[src/rtl/gpio_bank_pkg.sv]
package gpio_bank_pkg;

  localparam logic [15:0] OWN_BASE   = 16'h000;
  localparam logic [15:0] ROUTE_BASE = 16'h010;
  localparam logic [15:0] GCTL_ADDR  = 16'h07C;
  localparam logic [15:0] STAT_BASE  = 16'h080;
  localparam logic [15:0] IEN_BASE   = 16'h090;
  localparam logic [15:0] CFG_BASE   = 16'h100;

  typedef enum logic [2:0] {
    RK_NONE, RK_OWN, RK_ROUTE, RK_GCTL, RK_STAT, RK_IEN, RK_CFG_A, RK_CFG_B
  } reg_kind_e;

  typedef struct packed {
    reg_kind_e   kind;
    logic [15:0] index;
  } reg_hit_t;

  typedef struct packed {
    logic       out_lvl;
    logic       trig_level;
    logic       trig_invert;
    logic       dir_in;
    logic [1:0] use_sel;
    logic       sense_off;
    logic [1:0] pull_sel;
  } pin_cfg_t;

  localparam pin_cfg_t CFG_RESET = '{out_lvl: 1'b0, trig_level: 1'b0, trig_invert: 1'b0,
                                     dir_in: 1'b1, use_sel: 2'd0, sense_off: 1'b1,
                                     pull_sel: 2'd0};

  function automatic logic in_bank(input logic [15:0] a, input logic [15:0] base,
                                   input int nwords);
    return (a >= base) && (a < base + 16'(4 * nwords));
  endfunction

  // Classify a byte address: which register kind and which word / pin index.
  function automatic reg_hit_t decode_addr(input logic [15:0] a, input int npins);
    reg_hit_t    h;
    logic [15:0] off;
    int          nw;
    h.kind  = RK_NONE;
    h.index = '0;
    nw      = (npins + 31) / 32;
    off     = a - CFG_BASE;
    if (a[1:0] == 2'b00) begin
      if (a >= CFG_BASE) begin
        if (int'(off >> 3) < npins) begin
          h.index = off >> 3;
          h.kind  = off[2] ? RK_CFG_B : RK_CFG_A;
        end
      end else if (a == GCTL_ADDR) begin
        h.kind = RK_GCTL;
      end else if (in_bank(a, OWN_BASE, nw)) begin
        h.kind = RK_OWN;   h.index = (a - OWN_BASE) >> 2;
      end else if (in_bank(a, ROUTE_BASE, nw)) begin
        h.kind = RK_ROUTE; h.index = (a - ROUTE_BASE) >> 2;
      end else if (in_bank(a, STAT_BASE, nw)) begin
        h.kind = RK_STAT;  h.index = (a - STAT_BASE) >> 2;
      end else if (in_bank(a, IEN_BASE, nw)) begin
        h.kind = RK_IEN;   h.index = (a - IEN_BASE) >> 2;
      end
    end
    return h;
  endfunction

  function automatic pin_cfg_t write_cfg_a(input pin_cfg_t c, input logic [31:0] d);
    pin_cfg_t n;
    n             = c;
    n.out_lvl     = d[31];
    n.trig_level  = d[4];
    n.trig_invert = d[3];
    n.dir_in      = d[2];
    n.use_sel     = d[1:0];
    return n;
  endfunction

  function automatic pin_cfg_t write_cfg_b(input pin_cfg_t c, input logic [31:0] d);
    pin_cfg_t n;
    n           = c;
    n.sense_off = d[2];
    n.pull_sel  = d[1:0];
    return n;
  endfunction

  function automatic logic [31:0] read_cfg_a(input pin_cfg_t c, input logic in_lvl);
    return {c.out_lvl, in_lvl, 25'd0, c.trig_level, c.trig_invert, c.dir_in, c.use_sel};
  endfunction

  function automatic logic [31:0] read_cfg_b(input pin_cfg_t c);
    return {29'd0, c.sense_off, c.pull_sel};
  endfunction

  function automatic logic pad_drives(input pin_cfg_t c);
    return (c.use_sel == 2'b01) && !c.dir_in;
  endfunction

endpackage

[src/rtl/gpio_in_sync.sv]
module gpio_in_sync #(
  parameter int W = 95
) (
  input  logic         clk,
  input  logic         rst_n,
  input  logic [W-1:0] async_in,
  output logic [W-1:0] sync_out
);
  logic [W-1:0] stage1_q;

  always_ff @(posedge clk or negedge rst_n) begin
    if (!rst_n) begin
      stage1_q <= '0;
      sync_out <= '0;
    end else begin
      stage1_q <= async_in;
      sync_out <= stage1_q;
    end
  end
endmodule

[src/rtl/gpio_pin_slice.sv]
module gpio_pin_slice
  import gpio_bank_pkg::*;
(
  input  logic        clk,
  input  logic        rst_n,
  input  logic        wr_a,
  input  logic        wr_b,
  input  logic [31:0] wdata,
  output pin_cfg_t    cfg_q,
  output logic        pad_out,
  output logic        pad_oe,
  output logic [1:0]  mux_sel,
  output logic [1:0]  pull_sel,
  output logic        trig_level,
  output logic        trig_invert
);
  always_ff @(posedge clk or negedge rst_n) begin
    if (!rst_n)     cfg_q <= CFG_RESET;
    else if (wr_a)  cfg_q <= write_cfg_a(cfg_q, wdata);
    else if (wr_b)  cfg_q <= write_cfg_b(cfg_q, wdata);
  end

  assign pad_out     = cfg_q.out_lvl;
  assign pad_oe      = pad_drives(cfg_q);
  assign mux_sel     = cfg_q.use_sel;
  assign pull_sel    = cfg_q.pull_sel;
  assign trig_level  = cfg_q.trig_level;
  assign trig_invert = cfg_q.trig_invert;
endmodule

[src/rtl/gpio_bitmap_bank.sv]
module gpio_bitmap_bank
  import gpio_bank_pkg::*;
#(
  parameter int NPINS  = 95,
  parameter int NWORDS = (NPINS + 31) / 32
) (
  input  logic             clk,
  input  logic             rst_n,
  input  logic             wr_own,
  input  logic             wr_route,
  input  logic             wr_stat,
  input  logic             wr_ien,
  input  logic [15:0]      wsel,
  input  logic [31:0]      wdata,
  input  logic [NPINS-1:0] irq_set,
  output logic [NPINS-1:0] own_q,
  output logic [NPINS-1:0] route_q,
  output logic [NPINS-1:0] stat_q,
  output logic [NPINS-1:0] ien_q,
  output logic [NPINS-1:0] stat_clr
);
  localparam int LANES_W = NWORDS * 32;

  logic [LANES_W-1:0] lane_full, data_full;
  logic [NPINS-1:0]   lane, bits;

  always_comb begin
    lane_full = '0;
    data_full = '0;
    for (int w = 0; w < NWORDS; w++) begin
      if (wsel == 16'(w)) begin
        lane_full[w*32 +: 32] = '1;
        data_full[w*32 +: 32] = wdata;
      end
    end
  end

  assign lane     = lane_full[NPINS-1:0];
  assign bits     = data_full[NPINS-1:0];
  assign stat_clr = wr_stat ? (bits & lane) : '0;

  always_ff @(posedge clk or negedge rst_n) begin
    if (!rst_n) begin
      own_q   <= '0;
      route_q <= '0;
      stat_q  <= '0;
      ien_q   <= '0;
    end else begin
      if (wr_own)   own_q   <= (own_q   & ~lane) | (bits & lane);
      if (wr_route) route_q <= (route_q & ~lane) | (bits & lane);
      if (wr_ien)   ien_q   <= (ien_q   & ~lane) | (bits & lane);
      stat_q <= (stat_q & ~stat_clr) | irq_set;
    end
  end
endmodule

[src/rtl/gpio_bank_top.sv]
module gpio_bank_top
  import gpio_bank_pkg::*;
#(
  parameter int NPINS  = 95,
  parameter int ADDR_W = 10
) (
  input  logic               clk,
  input  logic               rst_n,
  input  logic               bus_sel,
  input  logic               bus_write,
  input  logic [ADDR_W-1:0]  bus_addr,
  input  logic [31:0]        bus_wdata,
  output logic [31:0]        bus_rdata,
  output logic               bus_rvalid,
  input  logic [NPINS-1:0]   pad_in,
  output logic [NPINS-1:0]   pad_out,
  output logic [NPINS-1:0]   pad_oe,
  output logic [2*NPINS-1:0] pad_mux,
  output logic [2*NPINS-1:0] pad_pull,
  output logic [NPINS-1:0]   trig_level,
  output logic [NPINS-1:0]   trig_invert,
  input  logic [NPINS-1:0]   irq_set,
  output logic [NPINS-1:0]   irq_status,
  output logic [NPINS-1:0]   irq_enable,
  output logic [NPINS-1:0]   irq_route,
  output logic [NPINS-1:0]   fw_owned,
  output logic [31:0]        ctrl_word
);
  localparam int NWORDS  = (NPINS + 31) / 32;
  localparam int LANES_W = NWORDS * 32;

  // Named events for the checker.
  reg_hit_t         hit;
  logic             wr_fire, rd_fire, addr_unused;
  logic [NPINS-1:0] cfg_wr_a, cfg_wr_b, sync_q, stat_clr_w;
  pin_cfg_t         cfg_q [NPINS];

  assign hit         = decode_addr(16'(bus_addr), NPINS);
  assign wr_fire     = bus_sel && bus_write;
  assign rd_fire     = bus_sel && !bus_write;
  assign addr_unused = (hit.kind == RK_NONE);

  gpio_in_sync #(.W(NPINS)) u_sync (
    .clk(clk), .rst_n(rst_n), .async_in(pad_in), .sync_out(sync_q)
  );

  for (genvar p = 0; p < NPINS; p++) begin : g_pin
    assign cfg_wr_a[p] = wr_fire && (hit.kind == RK_CFG_A) && (hit.index == 16'(p));
    assign cfg_wr_b[p] = wr_fire && (hit.kind == RK_CFG_B) && (hit.index == 16'(p));
    gpio_pin_slice u_pin (
      .clk(clk), .rst_n(rst_n), .wr_a(cfg_wr_a[p]), .wr_b(cfg_wr_b[p]), .wdata(bus_wdata),
      .cfg_q(cfg_q[p]), .pad_out(pad_out[p]), .pad_oe(pad_oe[p]),
      .mux_sel(pad_mux[2*p +: 2]), .pull_sel(pad_pull[2*p +: 2]),
      .trig_level(trig_level[p]), .trig_invert(trig_invert[p])
    );
  end

  gpio_bitmap_bank #(.NPINS(NPINS), .NWORDS(NWORDS)) u_bmp (
    .clk(clk), .rst_n(rst_n),
    .wr_own(wr_fire && hit.kind == RK_OWN),
    .wr_route(wr_fire && hit.kind == RK_ROUTE),
    .wr_stat(wr_fire && hit.kind == RK_STAT),
    .wr_ien(wr_fire && hit.kind == RK_IEN),
    .wsel(hit.index), .wdata(bus_wdata), .irq_set(irq_set),
    .own_q(fw_owned), .route_q(irq_route), .stat_q(irq_status), .ien_q(irq_enable),
    .stat_clr(stat_clr_w)
  );

  always_ff @(posedge clk or negedge rst_n) begin
    if (!rst_n)                              ctrl_word <= '0;
    else if (wr_fire && hit.kind == RK_GCTL) ctrl_word <= bus_wdata;
  end

  // Read path: pick the addressed pin and word, then format.
  logic [LANES_W-1:0] own_x, route_x, stat_x, ien_x;
  logic [31:0]        own_w, route_w, stat_w, ien_w, rd_word;
  pin_cfg_t           sel_cfg;
  logic               sel_in;

  always_comb begin
    own_x = '0; route_x = '0; stat_x = '0; ien_x = '0;
    own_x[NPINS-1:0]   = fw_owned;
    route_x[NPINS-1:0] = irq_route;
    stat_x[NPINS-1:0]  = irq_status;
    ien_x[NPINS-1:0]   = irq_enable;
    own_w = '0; route_w = '0; stat_w = '0; ien_w = '0;
    for (int w = 0; w < NWORDS; w++) begin
      if (hit.index == 16'(w)) begin
        own_w   = own_x[w*32 +: 32];
        route_w = route_x[w*32 +: 32];
        stat_w  = stat_x[w*32 +: 32];
        ien_w   = ien_x[w*32 +: 32];
      end
    end
    sel_cfg = CFG_RESET;
    sel_in  = 1'b0;
    for (int p = 0; p < NPINS; p++) begin
      if (hit.index == 16'(p)) begin
        sel_cfg = cfg_q[p];
        sel_in  = sync_q[p];
      end
    end
    case (hit.kind)
      RK_OWN:   rd_word = own_w;
      RK_ROUTE: rd_word = route_w;
      RK_STAT:  rd_word = stat_w;
      RK_IEN:   rd_word = ien_w;
      RK_GCTL:  rd_word = ctrl_word;
      RK_CFG_A: rd_word = read_cfg_a(sel_cfg, sel_in && !sel_cfg.sense_off);
      RK_CFG_B: rd_word = read_cfg_b(sel_cfg);
      default:  rd_word = '0;
    endcase
  end

  always_ff @(posedge clk or negedge rst_n) begin
    if (!rst_n) begin
      bus_rdata  <= '0;
      bus_rvalid <= 1'b0;
    end else begin
      bus_rvalid <= rd_fire;
      if (rd_fire) bus_rdata <= rd_word;
    end
  end
endmodule

[config.mk]
export PLATFORM = sky130hd
export DESIGN_NAME = gpio_bank_top
export DESIGN_NICKNAME = d
export VERILOG_FILES = /design/src/rtl/gpio_bank_pkg.sv /design/src/rtl/gpio_in_sync.sv /design/src/rtl/gpio_pin_slice.sv /design/src/rtl/gpio_bitmap_bank.sv /design/src/rtl/gpio_bank_top.sv
export SDC_FILE = /design/constraint.sdc
export NUM_CORES = 2
export LEC_CHECK = 0
export CAP_MARGIN = 15
export CORE_AREA = 2 2 557 559
export CTS_CLUSTER_SIZE = 25
export DETAILED_ROUTE_END_ITERATION = 7
export DIE_AREA = 0 0 559 561
export SLEW_MARGIN = 25
export SYNTH_ARGS = -nofsm -noshare
export SYNTH_HDL_FRONTEND = slang
export SYNTH_HIERARCHICAL = 1
export SYNTH_SLANG_ARGS = --single-unit
[constraint.sdc]
create_clock -name clk -period 2.5 [get_ports clk]
set_input_delay 0.5 -clock clk [delete_from_list [all_inputs] [get_ports clk]]
set_output_delay 0.5 -clock clk [all_outputs]
set_load 0.005 [all_outputs]
==> results.yml <==
setup_path:
  r2r_slack_ns: -0.16
  endpoint_kind: "register"
  path_class: "input pin to register"
  timing.rr.start: "g_pin[86].u_pin/cfg_q[5]"
  cp_top_family: "compound AO/OA/AOI/OAI gates"
  critPathMaxFanout: 7
  crit_chain: "buf_4 -> or3_4 -> a221o_2 -> a2111oi_4 -> o211ai_1 -> or3_4 -> buf_6 -> buf_16 -> nand4_1 -> buf_12 -> buf_12 -> o21ai_0 -> a21oi_2 -> o2111ai_1 -> a21oi_1 -> o21ai_1 -> buf_4 -> a31o_2 -> o211ai_1"
  crit_buf_inv: 6
  rr_worst_depth: 9
  crit_slowest_cell: "a221o_2"
  arrival_ns: 5.00
  r2r-end: "bus_rdata[2]"
  max_stage_delay_ns: 0.46
  crit_required_ns: 3.28
  start_kind: "input pin"
  cp.depth: 19
timing:
  worst_slack_ns: -1.72
  timing.setup.tns_ns: -1658.14
  fin_skew_ns: 0.126
  slew_viol_final: 0
  period_minus_slack_ns: 4.22
  tightest_slew_ns: 0.852
  setup_viol: 1638
  rsz0062_at_grt: "true"
  timing.slew.headroom_pct: 43.2
  hold_ws_ns: 0.0432
  fmax_mhz: 237
  period_share_pct: 169
  finalHoldViolCount: 0
routing:
  via_per_inst: 5.44
  vias: 70000
  drc_errors: 0
  dr.pass1.iters: 8
  ant_nets: 0
  routedWlPerCell_um: 41.1
  drt-total-wl_um: 529000
  drt_iter0_drc: 8669
grt:
  grt_overflow: 0
  first_global_vias: 69800
  grt_max_degree: 117
  antenna_found_initial: 54
  grt_usage_pct: 32.4
  grt_pass1_wl_um: 690000
floorplanning:
  die_x_um: 559
  core-area_mm2: 0.308
  dieArea_mm2: 0.314
  num_io_pins: 1441
  initial_utilization_pct: 24.7
  rows: 204
  dieHeight_um: 561
clock_network:
  cts_buffers: 182
  clockRootBuffer: "clkbuf_16"
  cts_max_level: 4
  tritoncts: "done"
  cts_buffer_depth: 4
  clock_latency_ns: 0.92
  cts.clk_slew.worst_paths_ns: 0.06
  cts_sinks: 1490
synthesis:
  avgSynthCellArea_um2: 12.0
  netlist_instances: 6345
  synth_area_mm2: 0.0761
  ys_warn_count: 6
hold_path:
  hold_path.class: "input pin to register"
  hold_path_end: "u_sync/stage1_q[67]"
  min_path_cells: 1
  min_from: "pad_in[67]"
finish:
  drive_above_1_share_pct: 44.5
  stdcell_area_mm2: 0.115
  multi_input_area_mm2: 0.0340
  areaGrowthSynthToFinish_pct: 50.4
  n_fill_cell: 29900
  seq_area_mm2: 0.0375
  layoutNonFillerInstCount: 12900
  nets: 8804
placement:
  post_dp_cell_area_mm2: 0.102
  hpwl_um: 415000
  placed_cells: 12300
  place_congestion: 1.05
  io_buffer_count: 1440
pwr:
  ir_drop_v: 0.000511
  p_per_area_mw_per_mm2: 529
  leakage_nw: 49.8
run:
  drv_cap: 0
status:
  status: "complete, but fails checks"
  violations: "setup timing"
-- report_power, final --
group | leakage, nW | switching [mW] | internal (mW)
Sequential | 19.2 | 0.329 | 24.5
Clock | 3.12 | 11.9 | 17.1
Combinational | 27.5 | 4.05 | 2.71
-- per-stage QoR --
stage | util, % | power, mW | setup slack (ns)
4_1_cts | 36.8 | 60.6 | -1.65
5_1_grt | 37.2 | 61.9 | -1.75
3_3_place_gp | 33.2 | 31.0 | -4.33
2_1_floorplan | - | 26.6 | -1.73
3_5_place_dp | 33.2 | 31.0 | -4.09
6_report | 37.2 | 60.5 | -1.72
-- layer usage --
metal	global-route usage, %	wire, um
met5	0	140
met4	18.7	37600
met3	12.0	61200
met2	47.4	221000
met1	40.8	208000
-- final cells by class --
class	instances	area share [%]
tap	4120	4.50
multi-input combinational	3722	29.7
antenna	27	0.0590
timing repair buffer	3140	27.3
sequential	1490	32.8
inverter	20	0.105
clock inverter	91	1.10
clock buffer	246	4.50
timing repair inverter	1	0.0142
-- cell usage in the layout (no fill, tap or decap), types with 27 or more instances in the layout --
| cell | n |
|---|---|
| o22ai_1 | 92 |
| nor3b_1 | 96 |
| clkdlybuf4s50_1 | 1397 |
| a22oi_2 | 28 |
| a31oi_1 | 33 |
| dfrtp_1 | 1300 |
| a22oi_1 | 231 |
| o21ai_1 | 32 |
| clkinv_2 | 31 |
| mux2_1 | 37 |
| nand2_1 | 203 |
| dfstp_2 | 190 |
| buf_6 | 120 |
| buf_12 | 221 |
| buf_4 | 1325 |
| a22o_1 | 39 |
| mux2_4 | 369 |
| clkbuf_8 | 31 |
| diode_2 | 27 |
| clkbuf_16 | 185 |
| a221oi_1 | 42 |
| a21oi_1 | 158 |
| o221ai_1 | 30 |
| nor2_1 | 288 |
| mux2_2 | 771 |
| nand2b_4 | 97 |
| nand3_1 | 144 |
| a21o_1 | 107 |
| clkbuf_1 | 31 |
| buf_16 | 30 |
| nor3_1 | 70 |
| nand4_1 | 28 |
| o21ai_0 | 162 |
-- worst register-to-register path, stage by stage, from the launching register on --
cell     delay (ns)
dfstp_2        0.65
o22a_1         0.19
o21ai_1        0.09
or3_4          0.38
o41ai_2        0.21
buf_4          0.17
nand4_1        0.23
buf_6          0.25
nor4_4         0.26
or3_1          0.17
-- how the worst max path moves through the flow --
stage / start / to
final: bus_addr[6] / bus_rdata[0]
after global routing: bus_addr[8] / bus_rdata[0]
after CTS: bus_addr[3] / bus_rdata[2]
after detailed placement: bus_addr[8] / bus_rdata[30]
after global placement: bus_addr[8] / bus_rdata[30]
after floorplan: bus_addr[8] / bus_rdata[31]
-- repair_timing --
action,4_1_cts,5_1_grt
hold buffers,21,0
resized for setup,619,192
hold endpoints to repair,204,0
gates cloned,29,1
endpoints found under the setup margin,1751,1709
pin swaps,180,106
setup buffers,146,50
(Power assumes the default switching activity.)
